===== config.mk =====
export PLATFORM = sky130hd
export DESIGN_NAME = lcd_sync_gen
export DESIGN_NICKNAME = d
export VERILOG_FILES = /design/src/rtl/lcd_sync_pkg.sv /design/src/rtl/lcd_run_ctrl.sv /design/src/rtl/lcd_mode_timing.sv /design/src/rtl/lcd_raster_cnt.sv /design/src/rtl/lcd_sync_decode.sv /design/src/rtl/lcd_sync_gen.sv
export SDC_FILE = /design/constraint.sdc
export NUM_CORES = 1
export LEC_CHECK = 0
export BUFFER_PORTS_ARGS = -buffer_cell sky130_fd_sc_hd__buf_4
export CAP_MARGIN = 5
export CORE_MARGIN = 5
export CORE_UTILIZATION = 40
export CTS_CLUSTER_DIAMETER = 100
export CTS_CLUSTER_SIZE = 20
export DETAILED_ROUTE_END_ITERATION = 10
export GPL_ROUTABILITY_DRIVEN = 0
export GPL_TIMING_DRIVEN = 0
export HOLD_SLACK_MARGIN = 0.1
export PLACE_DENSITY = 0.66
export SYNTH_ARGS = -nofsm -noshare
export SYNTH_HDL_FRONTEND = slang
export SYNTH_SLANG_ARGS = --single-unit

===== constraint.sdc =====
create_clock -name clk -period 2.5 [get_ports clk]
set_clock_uncertainty 0.15 [all_clocks]
set_input_delay 0.125 -clock clk [delete_from_list [all_inputs] [get_ports clk]]
set_output_delay 0.125 -clock clk [all_outputs]
set_load 0.03 [all_outputs]

===== src/rtl/lcd_sync_pkg.sv =====
package lcd_sync_pkg;

  typedef enum logic [1:0] {
    PM_WIDE16    = 2'd0,
    PM_NARROW565 = 2'd1,
    PM_NARROW888 = 2'd2,
    PM_BAD       = 2'd3
  } port_mode_e;

  typedef enum logic [1:0] {
    ST_IDLE  = 2'd0,
    ST_RUN   = 2'd1,
    ST_FAULT = 2'd2
  } run_state_e;

  function automatic logic mode_legal(input logic [1:0] m);
    return m != PM_BAD;
  endfunction

  function automatic logic [1:0] mode_cpp(input logic [1:0] m);
    case (m)
      PM_WIDE16:    return 2'd1;
      PM_NARROW565: return 2'd2;
      PM_NARROW888: return 2'd3;
      default:      return 2'd1;
    endcase
  endfunction

  function automatic logic [2:0] mode_corr(input logic [1:0] m);
    case (m)
      PM_NARROW565: return 3'd3;
      PM_NARROW888: return 3'd5;
      default:      return 3'd0;
    endcase
  endfunction

endpackage


===== src/rtl/lcd_run_ctrl.sv =====
module lcd_run_ctrl
  import lcd_sync_pkg::*;
(
  input  logic       clk,
  input  logic       rst_n,
  input  logic       en_i,
  input  logic [1:0] mode_i,
  output logic       run_o,
  output logic [1:0] mode_q_o,
  output logic       err_o
);

  run_state_e st_q;
  logic [1:0] mode_q;
  logic       err_q;

  always_ff @(posedge clk or negedge rst_n) begin
    if (!rst_n) begin
      st_q   <= ST_IDLE;
      mode_q <= PM_WIDE16;
      err_q  <= 1'b0;
    end else begin
      case (st_q)
        ST_IDLE: begin
          if (en_i) begin
            mode_q <= mode_i;
            if (mode_legal(mode_i)) begin
              st_q  <= ST_RUN;
              err_q <= 1'b0;
            end else begin
              st_q  <= ST_FAULT;
              err_q <= 1'b1;
            end
          end
        end
        ST_RUN:   if (!en_i) st_q <= ST_IDLE;
        ST_FAULT: if (!en_i) st_q <= ST_IDLE;
        default:  st_q <= ST_IDLE;
      endcase
    end
  end

  assign run_o    = (st_q == ST_RUN);
  assign mode_q_o = mode_q;
  assign err_o    = err_q;

endmodule


===== src/rtl/lcd_mode_timing.sv =====
module lcd_mode_timing
  import lcd_sync_pkg::*;
#(
  parameter int H_ACTIVE_PIX = 320,
  parameter int H_TOTAL_PIX  = 336,
  parameter int H_SYNC_PIX   = 2,
  parameter int H_LEAD_PIX   = 7,
  parameter int V_SYNC_PIX   = 2,
  parameter int TICK_W       = 10
) (
  input  logic [1:0]        mode_i,
  output logic [1:0]        cpp_o,
  output logic [TICK_W-1:0] h_period_o,
  output logic [TICK_W-1:0] h_pulse_o,
  output logic [TICK_W-1:0] h_start_o,
  output logic [TICK_W-1:0] h_end_o,
  output logic [TICK_W-1:0] v_pulse_o
);

  localparam logic [TICK_W-1:0] P_TOTAL = TICK_W'(H_TOTAL_PIX);
  localparam logic [TICK_W-1:0] P_HSYNC = TICK_W'(H_SYNC_PIX);
  localparam logic [TICK_W-1:0] P_LEAD  = TICK_W'(H_LEAD_PIX);
  localparam logic [TICK_W-1:0] P_ACT   = TICK_W'(H_ACTIVE_PIX);
  localparam logic [TICK_W-1:0] P_VSYNC = TICK_W'(V_SYNC_PIX);

  function automatic logic [TICK_W-1:0] scale(input logic [TICK_W-1:0] x,
                                              input logic [1:0] k);
    case (k)
      2'd2:    return x << 1;
      2'd3:    return (x << 1) + x;
      default: return x;
    endcase
  endfunction

  logic [1:0]        cpp;
  logic [TICK_W-1:0] start;

  always_comb begin
    cpp        = mode_cpp(mode_i);
    start      = scale(P_LEAD, cpp) + TICK_W'(mode_corr(mode_i));
    cpp_o      = cpp;
    h_period_o = scale(P_TOTAL, cpp);
    h_pulse_o  = scale(P_HSYNC, cpp);
    h_start_o  = start;
    h_end_o    = start + scale(P_ACT, cpp);
    v_pulse_o  = scale(P_VSYNC, cpp);
  end

endmodule


===== src/rtl/lcd_raster_cnt.sv =====
module lcd_raster_cnt #(
  parameter int TICK_W  = 10,
  parameter int LINE_W  = 8,
  parameter int V_LINES = 244
) (
  input  logic              clk,
  input  logic              rst_n,
  input  logic              adv_i,
  input  logic [TICK_W-1:0] h_period_i,
  input  logic [TICK_W-1:0] h_start_i,
  input  logic [1:0]        cpp_i,
  output logic [TICK_W-1:0] tick_o,
  output logic [LINE_W-1:0] line_o,
  output logic [1:0]        phase_o
);

  localparam logic [LINE_W-1:0] LINE_LAST = LINE_W'(V_LINES - 1);

  logic [TICK_W-1:0] tick_q, tick_d;
  logic [LINE_W-1:0] line_q, line_d;
  logic [1:0]        phase_q, phase_d;
  logic              eol;

  always_comb begin
    eol     = (tick_q == h_period_i - TICK_W'(1));
    tick_d  = '0;
    line_d  = '0;
    phase_d = '0;
    if (adv_i) begin
      if (eol) begin
        tick_d = '0;
        line_d = (line_q == LINE_LAST) ? '0 : line_q + LINE_W'(1);
      end else begin
        tick_d = tick_q + TICK_W'(1);
        line_d = line_q;
      end
      if (tick_d == h_start_i)             phase_d = 2'd0;
      else if (phase_q == cpp_i - 2'd1)    phase_d = 2'd0;
      else                                 phase_d = phase_q + 2'd1;
    end
  end

  always_ff @(posedge clk or negedge rst_n) begin
    if (!rst_n) begin
      tick_q  <= '0;
      line_q  <= '0;
      phase_q <= '0;
    end else begin
      tick_q  <= tick_d;
      line_q  <= line_d;
      phase_q <= phase_d;
    end
  end

  assign tick_o  = tick_q;
  assign line_o  = line_q;
  assign phase_o = phase_q;

endmodule


===== src/rtl/lcd_sync_decode.sv =====
module lcd_sync_decode #(
  parameter int TICK_W = 10,
  parameter int LINE_W = 8,
  parameter int V_TOP  = 2,
  parameter int V_END  = 242
) (
  input  logic              run_i,
  input  logic [TICK_W-1:0] tick_i,
  input  logic [LINE_W-1:0] line_i,
  input  logic [1:0]        phase_i,
  input  logic [TICK_W-1:0] h_pulse_i,
  input  logic [TICK_W-1:0] h_start_i,
  input  logic [TICK_W-1:0] h_end_i,
  input  logic [TICK_W-1:0] v_pulse_i,
  output logic              hsync_n_o,
  output logic              vsync_n_o,
  output logic              de_o,
  output logic              stb_o
);

  localparam logic [LINE_W-1:0] L_TOP = LINE_W'(V_TOP);
  localparam logic [LINE_W-1:0] L_END = LINE_W'(V_END);

  logic vis_line, in_cols;

  always_comb begin
    vis_line  = (line_i >= L_TOP) && (line_i < L_END);
    in_cols   = (tick_i >= h_start_i) && (tick_i < h_end_i);
    hsync_n_o = !(run_i && (tick_i < h_pulse_i));
    vsync_n_o = !(run_i && (line_i == '0) && (tick_i < v_pulse_i));
    de_o      = run_i && vis_line && in_cols;
    stb_o     = de_o && (phase_i == 2'd0);
  end

endmodule


===== src/rtl/lcd_sync_gen.sv =====
module lcd_sync_gen #(
  parameter int H_ACTIVE_PIX = 320,
  parameter int H_TOTAL_PIX  = 336,
  parameter int H_SYNC_PIX   = 2,
  parameter int H_LEAD_PIX   = 7,
  parameter int V_ACTIVE     = 240,
  parameter int V_BLANK      = 4,
  parameter int V_SYNC_PIX   = 2,
  localparam int V_LINES     = V_ACTIVE + V_BLANK,
  localparam int TICK_W      = $clog2(3 * H_TOTAL_PIX + 1),
  localparam int LINE_W      = $clog2(V_LINES + 1)
) (
  input  logic              clk,
  input  logic              rst_n,
  input  logic              en_i,
  input  logic [1:0]        mode_i,
  output logic              hsync_n_o,
  output logic              vsync_n_o,
  output logic              de_o,
  output logic              pix_stb_o,
  output logic [TICK_W-1:0] tick_o,
  output logic [LINE_W-1:0] line_o,
  output logic              run_o,
  output logic              mode_err_o
);

  localparam int V_TOP = V_BLANK / 2;
  localparam int V_END = V_TOP + V_ACTIVE;

  logic              run, adv;
  logic [1:0]        mode_q, cpp, phase;
  logic [TICK_W-1:0] h_period, h_pulse, h_start, h_end, v_pulse;

  lcd_run_ctrl u_ctrl (
    .clk      (clk),
    .rst_n    (rst_n),
    .en_i     (en_i),
    .mode_i   (mode_i),
    .run_o    (run),
    .mode_q_o (mode_q),
    .err_o    (mode_err_o)
  );

  lcd_mode_timing #(
    .H_ACTIVE_PIX (H_ACTIVE_PIX),
    .H_TOTAL_PIX  (H_TOTAL_PIX),
    .H_SYNC_PIX   (H_SYNC_PIX),
    .H_LEAD_PIX   (H_LEAD_PIX),
    .V_SYNC_PIX   (V_SYNC_PIX),
    .TICK_W       (TICK_W)
  ) u_timing (
    .mode_i     (mode_q),
    .cpp_o      (cpp),
    .h_period_o (h_period),
    .h_pulse_o  (h_pulse),
    .h_start_o  (h_start),
    .h_end_o    (h_end),
    .v_pulse_o  (v_pulse)
  );

  assign adv = run & en_i;

  lcd_raster_cnt #(
    .TICK_W  (TICK_W),
    .LINE_W  (LINE_W),
    .V_LINES (V_LINES)
  ) u_cnt (
    .clk        (clk),
    .rst_n      (rst_n),
    .adv_i      (adv),
    .h_period_i (h_period),
    .h_start_i  (h_start),
    .cpp_i      (cpp),
    .tick_o     (tick_o),
    .line_o     (line_o),
    .phase_o    (phase)
  );

  lcd_sync_decode #(
    .TICK_W (TICK_W),
    .LINE_W (LINE_W),
    .V_TOP  (V_TOP),
    .V_END  (V_END)
  ) u_dec (
    .run_i     (run),
    .tick_i    (tick_o),
    .line_i    (line_o),
    .phase_i   (phase),
    .h_pulse_i (h_pulse),
    .h_start_i (h_start),
    .h_end_i   (h_end),
    .v_pulse_i (v_pulse),
    .hsync_n_o (hsync_n_o),
    .vsync_n_o (vsync_n_o),
    .de_o      (de_o),
    .stb_o     (pix_stb_o)
  );

  assign run_o = run;

endmodule


==> flow_metrics.py <==
metrics = {
    "outcome": {
        "status": "complete, but fails checks",
        "violations": "setup timing",
    },
    "timing": {
        "report.final.hold_viol_count": 0,
        "tightestPinTransition_ns": 0.509,
        "fmax_ghz": 0.384,
        "rsz0062_at_grt": "true",
        "fin_tns_setup_ns": -0.326,
        "slew_viol_final": 0,
        "period_share_pct": 104,
        "setup_violations": 4,
        "period_needed_ns": 2.60,
        "fin_ws_ns": -0.103,
        "slew_headroom_pct": 65.8,
    },
    "clock_tree": {
        "tritoncts": "yes",
        "clk_pin_slew_worst_paths_ns": 0.10,
        "numCtsBuffers": 3,
        "cts_root_buf": "clkbuf_8",
        "cts.sinks": 25,
        "cts_buffer_depth": 2,
        "clkLatencyLatePin_ns": 0.27,
        "htreeDepth": 1,
    },
    "floorplan": {
        "core_area_sq_mm": 0.00475,
        "ios": 29,
        "die_area_sq_mm": 0.00644,
        "row_count": 25,
        "die_h_microns": 80.3,
        "start_util_pct": 41.5,
        "fp.dieW_microns": 80.3,
    },
    "synth": {
        "syn_nets": 251,
        "async_reset_ff_share_pct": 100,
        "synth_top_area_share_pct": 31.7,
        "synth_area_sq_mm": 0.00197,
        "synth-edff-count": 0,
        "synth_seq_area_share_pct": 31.7,
        "ys_ff_latch": 25,
        "synth_top_cell_by_area": "dfrtp_1",
        "yosys-top-cells-area": "dfrtp_1, ha_1, nand2_1, inv_1, nor2_1",
        "syn_area_per_cell_sq_um": 8.89,
        "synthCells": 222,
        "ys.flop_type": "dfrtp_1",
        "synth.distinct_cells": 47,
        "ys_warn_count": 0,
    },
    "route": {
        "drtPass1Iterations": 4,
        "drt_iter0_markers": 83,
        "avgRoutedWirePerCell_microns": 15.3,
        "drc_errors": 0,
        "drtAntennaViolNets": 0,
        "via_per_inst": 5.40,
        "routed_wl_microns": 5190,
        "vias": 1832,
    },
    "grt": {
        "grt_max_degree": 26,
        "gr-total-overflow": 0,
        "grt_util_all_layers_pct": 16.7,
        "antenna_found_initial": 0,
        "grt_pass1_vias": 1764,
        "use_met3_pct": 2.35,
        "grt.busiest_layer": "met2",
        "grtUsageMet2_pct": 27.9,
        "grt_pass1_wl_microns": 8520,
        "use_met1_pct": 22.7,
    },
    "critical_path": {
        "crit_buf_inv": 2,
        "crit_chain": "ha_4 -> buf_6 -> ha_4 -> a21o_1 -> a21o_1 -> o2111ai_2 -> o2111a_1 -> buf_6",
        "crit_fanout": 7,
        "critPathMaxStageDelay_ns": 0.45,
        "critPathRequiredTime_ns": 2.23,
        "worstSetupPathType": "reg2out",
        "worstSetupStartpointType": "flip-flop",
        "critPathTopFamily": "compound AO/OA/AOI/OAI gates",
        "cp.arrival_ns": 2.33,
        "cp-end-kind": "output port",
        "slowest_stage": "dfrtp_2",
    },
    "layout": {
        "nets": 302,
        "layout-drive-gt1-share_pct": 29.4,
        "final_cell_mix": "buf_4, dfrtp_1, nand2_1",
        "antenna_cells": 0,
        "syn2layout_area_growth_pct": 34.0,
        "final_cell_count_no_fill": 339,
        "mostFrequentLayoutCell": "buf_4",
    },
    "run": {
        "drv_cap": 0,
    },
    "power_and_ir_drop": {
        "p_per_area_mw_per_mm2": 818,
        "worst_ir_drop_vdd_mv": 0.436,
        "leakage_nw": 1.21,
    },
    "placed_design": {
        "place_inst": 316,
        "dp_hpwl_microns": 3540,
        "io_buffers": 27,
    },
    "min_path": {
        "holdCritPathClass": "in2async",
    },
}
==> registers in the layout, indices dropped and copies added, names as in the netlist <==
register,count
u_cnt.tick_o,10
u_cnt.line_o,8
u_cnt.phase_o,2
u_ctrl.mode_q_o,2
u_ctrl.st_q,2
u_ctrl.err_o,1
==> area by class of cell <==
type	instances	area [sq um]
Buffer	4	30.0
Clock buffer	4	45.0
Fill cell	454	2110
Inverter	18	70.1
Multi-Input combinational cell	173	1410
Sequential cell	25	627
Tap cell	67	83.8
Timing Repair Buffer	48	382
==> through the flow <==
| stage | area, sq um | power (mW) | worst slack (ns) | util [%] | hold WS, ns |
|---|---|---|---|---|---|
| 2_1_floorplan | 1990 | 1.18 | 0.0359 | - | -0.321 |
| 3_3_place_gp | 2270 | 1.41 | -0.257 | 47.8 | -0.0957 |
| 3_5_place_dp | 2270 | 1.43 | -0.280 | 47.8 | -0.0921 |
| 4_1_cts | 2570 | 2.06 | -0.0925 | 54.2 | 0.164 |
| 5_1_grt | 2650 | 2.33 | -0.205 | 55.6 | 0.175 |
| 6_report | 2650 | 2.16 | -0.103 | 55.6 | 0.151 |
==> cells by family after synthesis <==
family / synth area share (%)
AOI/OAI and AO/OA: 16.5
xor gates and xnor gates: 5.77
adders and majority gates: 15.2
buffers and inverters: 5.51
DFF: 31.7
muxes: 2.15
and+or+nand+nor: 23.2
==> per-layer routing <==
layer	vias to the layer above	wire, microns
li1	909	-
met1	873	2440
met2	44	2530
met3	6	163
met4	0	60
met5	-	0
==> worst register-to-register path, delay by kind of cell, from the launching register on <==
family	cells	cell delay (ns)
and+or+nand+nor	2	0.49
buffers and inverters	2	0.34
DFF	1	0.45
adders and majority gates	2	0.64
AOI/OAI and AO/OA	3	0.40
==> worst paths after layout <==
check | from | endpoint | slack (ns) | cells past startpoint
hold reg to reg | u_ctrl.err_o | u_ctrl.err_o | 0.37 | 2
setup / recovery | u_ctrl.mode_q_o[1] | pix_stb_o | -0.10 | 8
hold / removal | rst_n | u_cnt.tick_o[4] | 0.15 | 2
max in group asynchronous | rst_n | u_ctrl.mode_q_o[1] | 1.77 | 2
setup reg to reg | u_ctrl.mode_q_o[1] | u_cnt.phase_o[0] | -0.09 | 9
min in group clk | u_ctrl.err_o | u_ctrl.err_o | 0.37 | 2
==> power breakdown <==
part | leakage, nW | internal (mW) | total (mW) | switching, mW
Sequential | 0.341 | 0.450 | 0.494 | 0.0443
Combinational | 0.848 | 0.681 | 1.42 | 0.735
Clock | 0.0228 | 0.114 | 0.255 | 0.140
Total | 1.21 | 1.24 | 2.16 | 0.919
==> cells in the mapped netlist (2+ instances only) <==
cell       instances
nor3b_1            5
a31oi_1            3
nand2b_1           2
or2_2              2
mux2_2             2
nor3_1             5
o21ai_0           12
o22ai_1            2
nand2_1           23
buf_4              3
xor2_1             7
dfrtp_1           25
a21o_1             3
a31o_2             2
and4_1             2
ha_1              24
clkbuf_1           2
a21oi_1            8
inv_1             18
nor2_1            17
o2111ai_1          2
nor4_1             2
xnor2_1            6
and2_1             2
nand4_1            4
mux2i_1            2
o31ai_1            5
and3_1             3
nand3_1            9
nand4b_1           3
==> timing repair <==
action / CTS / global route
pin swaps: 14 / 4
cloned: 0 / 0
gates resized for setup: 21 / 14
hold buffers: 4 / 0
buffers inserted: 16 / 1
endpoints found under the hold margin: 30 / 0
setup endpoints to repair: 16 / 20
Power figures use the tool's default switching activity.
